File: src/rtl/dram_core_pkg.sv
package dram_core_pkg;
   typedef enum logic [1:0] {
      ST_IDLE = 2'd0,
      ST_OPEN = 2'd1,
      ST_PRE  = 2'd2
   } core_st_t;
endpackage

File: src/rtl/dram_row_dec.sv
module dram_row_dec #(
   parameter int ROW_BITS = 3,
   localparam int ROWS = 1 << ROW_BITS
) (
   input  logic [ROW_BITS-1:0] row_addr,
   output logic [ROWS-1:0]     word_line
);
   for (genvar r = 0; r < ROWS; r++) begin : g_wl
      assign word_line[r] = (row_addr == ROW_BITS'(r));
   end
endmodule

File: src/rtl/dram_cell_array.sv
module dram_cell_array #(
   parameter int ROWS = 8,
   parameter int COLS = 8
) (
   input  logic            clk,
   input  logic            rst,
   input  logic [ROWS-1:0] word_line,
   input  logic            activate,
   input  logic            restore,
   input  logic [COLS-1:0] restore_row,
   output logic [COLS-1:0] sense_row
);
   logic [COLS-1:0] cells_q [ROWS];

   for (genvar r = 0; r < ROWS; r++) begin : g_row
      always_ff @(posedge clk) begin
         if (rst)
            cells_q[r] <= '0;
         else if (activate && word_line[r])
            cells_q[r] <= '0;           // destructive sensing wipes the row
         else if (restore && word_line[r])
            cells_q[r] <= restore_row;
      end
   end

   always_comb begin
      sense_row = '0;
      for (int r = 0; r < ROWS; r++)
         if (word_line[r]) sense_row = sense_row | cells_q[r];
   end
endmodule

File: src/rtl/dram_sense_bank.sv
module dram_sense_bank #(
   parameter int COL_BITS = 3,
   localparam int COLS = 1 << COL_BITS
) (
   input  logic                clk,
   input  logic                rst,
   input  logic                load,
   input  logic [COLS-1:0]     load_row,
   input  logic                bit_wr,
   input  logic [COL_BITS-1:0] wr_col,
   input  logic                wr_bit,
   input  logic [COL_BITS-1:0] rd_col,
   output logic [COLS-1:0]     latch_row,
   output logic                rd_bit
);
   for (genvar c = 0; c < COLS; c++) begin : g_amp
      always_ff @(posedge clk) begin
         if (rst)
            latch_row[c] <= 1'b0;
         else if (load)
            latch_row[c] <= load_row[c];
         else if (bit_wr && (wr_col == COL_BITS'(c)))
            latch_row[c] <= wr_bit;
      end
   end

   assign rd_bit = latch_row[rd_col];
endmodule

File: src/rtl/dram_core.sv
module dram_core
   import dram_core_pkg::*;
#(
   parameter int ROW_BITS   = 3,
   parameter int COL_BITS   = 3,
   parameter int RD_LAT     = 1,
   parameter int PRE_CYCLES = 2,
   localparam int ADDR_W = (ROW_BITS > COL_BITS) ? ROW_BITS : COL_BITS
) (
   input  logic              clk,
   input  logic              rst,
   input  logic [ADDR_W-1:0] addr_pins,
   input  logic              ras_n,
   input  logic              cas_n,
   input  logic              we_n,
   input  logic              din,
   output logic              dout,
   output logic              dout_vld,
   output logic              cas_err,
   output logic              precharged
);
   localparam int ROWS  = 1 << ROW_BITS;
   localparam int COLS  = 1 << COL_BITS;
   localparam int PRE_W = (PRE_CYCLES > 1) ? $clog2(PRE_CYCLES) : 1;
   localparam logic [PRE_W-1:0] PRE_LOAD = PRE_W'(PRE_CYCLES - 1);

   if (ROW_BITS < 1 || ROW_BITS > 8) begin : g_bad_row
      $error("dram_core: ROW_BITS out of range");
   end
   if (COL_BITS < 1 || COL_BITS > 8) begin : g_bad_col
      $error("dram_core: COL_BITS out of range");
   end
   if (PRE_CYCLES < 1) begin : g_bad_pre
      $error("dram_core: PRE_CYCLES must be at least 1");
   end
   if (RD_LAT < 0) begin : g_bad_lat
      $error("dram_core: RD_LAT must not be negative");
   end

   core_st_t            state_q;
   logic [ROW_BITS-1:0] row_q;
   logic [COL_BITS-1:0] col_q;
   logic [PRE_W-1:0]    pre_cnt_q;
   logic                cas_seen_q;
   logic                read_act_q;
   logic                lat_ok;

   logic ras_on, cas_on, cas_fall;
   logic open_now, close_now, col_hit, err_hit, vld_nxt;
   logic row_open;
   logic [ROW_BITS-1:0] dec_in;
   logic [ROWS-1:0]     word_line;
   logic [COLS-1:0]     sense_row, latch_row;
   logic                sa_bit;

   assign ras_on    = !ras_n;
   assign cas_on    = !cas_n;
   assign cas_fall  = cas_on && !cas_seen_q;
   assign row_open  = (state_q == ST_OPEN);
   assign open_now  = (state_q == ST_IDLE) && ras_on;
   assign close_now = row_open && !ras_on;
   assign col_hit   = row_open && ras_on && cas_fall;
   assign err_hit   = cas_fall && !ras_on;
   assign vld_nxt   = row_open && read_act_q && ras_on && cas_on && lat_ok;
   assign dec_in    = (state_q == ST_IDLE) ? addr_pins[ROW_BITS-1:0] : row_q;
   assign precharged = (state_q == ST_IDLE);

   dram_row_dec #(.ROW_BITS(ROW_BITS)) u_dec (
      .row_addr  (dec_in),
      .word_line (word_line)
   );

   dram_cell_array #(.ROWS(ROWS), .COLS(COLS)) u_array (
      .clk         (clk),
      .rst         (rst),
      .word_line   (word_line),
      .activate    (open_now),
      .restore     (close_now),
      .restore_row (latch_row),
      .sense_row   (sense_row)
   );

   dram_sense_bank #(.COL_BITS(COL_BITS)) u_sense (
      .clk       (clk),
      .rst       (rst),
      .load      (open_now),
      .load_row  (sense_row),
      .bit_wr    (col_hit && !we_n),
      .wr_col    (addr_pins[COL_BITS-1:0]),
      .wr_bit    (din),
      .rd_col    (col_q),
      .latch_row (latch_row),
      .rd_bit    (sa_bit)
   );

   if (RD_LAT == 0) begin : g_nolat
      assign lat_ok = 1'b1;
   end else begin : g_lat
      localparam int LAT_W = $clog2(RD_LAT + 1);
      localparam logic [LAT_W-1:0] LAT_MAX = LAT_W'(RD_LAT);
      logic [LAT_W-1:0] lat_q;
      always_ff @(posedge clk) begin
         if (rst || col_hit)
            lat_q <= '0;
         else if (read_act_q && lat_q != LAT_MAX)
            lat_q <= lat_q + 1'b1;
      end
      assign lat_ok = (lat_q == LAT_MAX);
   end

   always_ff @(posedge clk) begin
      if (rst) begin
         state_q    <= ST_IDLE;
         row_q      <= '0;
         col_q      <= '0;
         pre_cnt_q  <= '0;
         cas_seen_q <= 1'b0;
         read_act_q <= 1'b0;
         cas_err    <= 1'b0;
         dout       <= 1'b0;
         dout_vld   <= 1'b0;
      end else begin
         cas_seen_q <= cas_on;
         if (err_hit) cas_err <= 1'b1;
         unique case (state_q)
            ST_IDLE: if (ras_on) begin
               row_q   <= addr_pins[ROW_BITS-1:0];
               state_q <= ST_OPEN;
            end
            ST_OPEN: if (!ras_on) begin
               state_q   <= ST_PRE;
               pre_cnt_q <= PRE_LOAD;
            end
            ST_PRE: begin
               if (pre_cnt_q == '0) state_q <= ST_IDLE;
               else                 pre_cnt_q <= pre_cnt_q - 1'b1;
            end
            default: state_q <= ST_IDLE;
         endcase
         if (col_hit) begin
            col_q      <= addr_pins[COL_BITS-1:0];
            read_act_q <= we_n;
         end else if (!cas_on || !ras_on) begin
            read_act_q <= 1'b0;
         end
         dout_vld <= vld_nxt;
         dout     <= vld_nxt & sa_bit;
      end
   end
endmodule

File: config.mk
export PLATFORM = sky130hd
export DESIGN_NAME = dram_core
export DESIGN_NICKNAME = d
export VERILOG_FILES = /design/src/rtl/dram_core_pkg.sv /design/src/rtl/dram_row_dec.sv /design/src/rtl/dram_cell_array.sv /design/src/rtl/dram_sense_bank.sv /design/src/rtl/dram_core.sv
export SDC_FILE = /design/constraint.sdc
export NUM_CORES = 1
export LEC_CHECK = 0
export CORE_MARGIN = 5
export CORE_UTILIZATION = 43
export DETAILED_ROUTE_END_ITERATION = 10
export DONT_BUFFER_PORTS = 1
export PLACE_DENSITY = 0.55
export RECOVER_POWER = 100
export SETUP_SLACK_MARGIN = 0.1
export SYNTH_ARGS = -nofsm -noshare
export SYNTH_HDL_FRONTEND = slang
export SYNTH_SLANG_ARGS = --single-unit
File: constraint.sdc
create_clock -name clk -period 2.7 [get_ports clk]
set_input_delay 0.405 -clock clk [delete_from_list [all_inputs] [get_ports clk]]
set_output_delay 0.405 -clock clk [all_outputs]
set_load 0.01 [all_outputs]
==> reports/metrics.yaml <==
htreeDepth: 3
cp_max_fo: 9
hpwl_mm: 6.93
setup_repair_after_global_routing_missed_its_margin: "no"
post_drt_wl_per_cell_um: 21.4
cp_cell_sequence: "or2_1 > inv_1 > mux2i_1 > mux2i_1 > o21ai_0 > o21a_1"
cts.repair.resized: 0
netlist_instances: 342
ant_nets: 0
p_sw_frac: 0.242
finalHoldViolations: 0
cp_data_required_time_ns: 2.95
finalWeightedCongestion: 0.819
synth.top_cell.area_share: 0.471
edff_count_synth: 64
final_cell_count_no_fill: 476
power.clock.fraction: 0.378
synth_most_common_cell: "and2_1"
clkTransAtPathRegs_ns: 0.09
critical_path.slowest_cell: "mux2i_1"
placeableCoreArea_um2: 9240
via_count: 2685
holdCritPathClass: "primary input to flop"
worst_pin_slew_ns: 0.855
remaining_drc_errors: 0
path_class: "flop to flop"
io_buffer_count: 0
drt_first_iter_violations: 185
post-place-ws_ns: 0.438
stdcell_area_um2: 4430
slew-limit-headroom: 0.422
viasPerCell: 5.64
max_cap_viol_count: 0
routed_wl_mm: 10.2
die_y_um: 107
synth_seq_cells: 87
floorplan.rows: 35
crit_arrival_ns: 2.65
peakVddDrop_v: 0.000336
combinationalPowerShare: 0.082
largest_net_degree_at_the_start_of_global_routing: 31
maxSlewViolCount: 0
setup_ws_ns: 0.300
clock_tree.buffer_depth: 2
filler_cell_count: 855
first_global_vias: 2633
cp.buffers_inverters: 1
synth_cell_types: 43
synth_area_leader_cell: "edfxtp_1"
ys_dominant_reg_cell: "edfxtp_1"
power.internal_mw: 2.21
cts_hold_buf: 0
initial_core_util: 0.442
pwr-share-seq: 0.540
final.setup_skew_ns: 0.0119
worst_setup_path_end_kind: "flop"
clockRootBuffer: "clkbuf_8"
setup-violations-final: 0
final_critical_period_ns: 2.40
async_flop_share: 0
design.final.nets: 351
post_cts_buffers: 0
total_leakage_power_nw: 1.64
status: "complete, no violations"
synth_top_cells_by_area: "edfxtp_1 (47%), dfxtp_1 (11%), and2_1 (10%), mux2i_1 (8.3%), nor2_1 (2.2%)"
netSwitchingPower_mw: 0.703
dpl.cell_count: 460
globalRouteTotalUtil: 0.182
netlist_area_um2: 4080
worst_path_most_repeated_cell: "mux2i_1"
first_pass_iters: 4
grt_antenna_before_repair: 0
synthToLayoutAreaGrowth_pct: 8.46
antennaDiodeCount: 0
post_route_cells_drive_above_1_share: 0.0692
clock_tree_from_tritoncts: "yes"
clkSinkCount: 87
dpl_cell_area_um2: 4190
num_io_pins: 13
tritoncts.num_buffers: 9
post_route_setup_tns_ns: 0
worst_setup_path_start_kind: "flop"
syn_nets: 351
final_cycle_utilization_of_the_critical_path: 0.889
synth-seq-area-share: 0.584
design.die.area_um2: 11500
commonest_cells_post_synth: "and2_1 (65), edfxtp_1 (64), mux2i_1 (34)"
grt_overflow_total: 0
max_freq_mhz: 417
avgSynthCellArea_um2: 11.9
critical_path.max_stage_delay_ns: 0.63
grt_pass1_wl_mm: 15.5
die-width_um: 107
worst_path_dominant_cell_family: "multiplexers"
ratio_of_total_power_to_cell_area_nw_per_um2: 658
worstSkewPairLatency_ns: 0.36
yosys_warnings: 0
-- power by group through the flow --
stage                     sequential, mW  clock, mW  combinational [mW]
after floorplan                     1.56          0               0.199
after global placement              1.60          0               0.238
after detailed placement            1.60          0               0.238
after CTS                           1.57       1.10               0.239
after global routing                1.58       1.16               0.257
final                               1.57       1.10               0.238
-- path summary, 6_finish.rpt --
path / cells after the start / end / slack, ns / from
worst max-delay path: 6 / u_sense.latch_row[1] / 0.30 / state_q[0]
worst min register to register: 2 / g_lat.lat_q / 0.49 / read_act_q
worst max register to register: 6 / u_sense.latch_row[1] / 0.30 / state_q[0]
worst min-delay path: 1 / cas_seen_q / 0.1 / cas_n
-- layout make-up --
cell class,instances,area (µm²),share of cell area
Clock buffer,11,131,0.0297
Clock inverter,5,106,0.0240
Inverter,2,7.51,0.00170
Multi-Input combinational cell,237,1610,0.363
Sequential cell,87,2380,0.538
Tap cell,129,161,0.0365
Timing Repair Buffer,5,31.3,0.00707
-- placed cells by master, fill, tap and decap left out, types with 6 or more instances in the layout --
cell,instances
nor2_1,24
and2_0,43
nand2_1,8
o21a_1,7
o21ai_0,6
a22oi_1,8
nand3_1,8
dfxtp_1,23
and2_1,22
edfxtp_1,64
a21o_1,8
clkbuf_8,9
o22ai_1,8
mux2i_1,34
a21oi_1,14
-- registers in the layout, indices dropped and copies added, names as in the netlist --
signal and flops:
read_act_q 1, dout 1, g_lat.lat_q 1, u_array.cells_q 64
row_q 3, cas_seen_q 1, state_q 2, col_q 3
dout_vld 1, cas_err 1, pre_cnt_q 1, u_sense.latch_row 8
-- per-stage QoR --
step | hold WS (ns) | total power [mW] | util
final | 0.0967 | 2.91 | 0.479
after global routing | 0.0877 | 3.00 | 0.479
after CTS | 0.0952 | 2.91 | 0.480
after detailed placement | 0.474 | 1.84 | 0.454
after global placement | 0.473 | 1.84 | 0.454
after floorplan | 0.449 | 1.76 | -
-- cell families after synthesis --
| group | after synthesis | synth area share |
|---|---|---|
| compound gates | 68 | 0.112 |
| xor+xnor | 1 | 0.00215 |
| buf+inv | 18 | 0.0227 |
| flops | 87 | 0.584 |
| mux | 37 | 0.0981 |
| simple gates | 131 | 0.182 |
-- per-layer routing --
| layer | share of wire | vias up | GRT usage |
|---|---|---|---|
| li1 | - | 1260 | - |
| met5 | 0 | - | 0 |
| met4 | 0.012 | 0 | 0.0631 |
| met2 | 0.49 | 78 | 0.293 |
| met3 | 0.047 | 13 | 0.0360 |
| met1 | 0.45 | 1334 | 0.246 |
(Power assumes the default switching activity.)
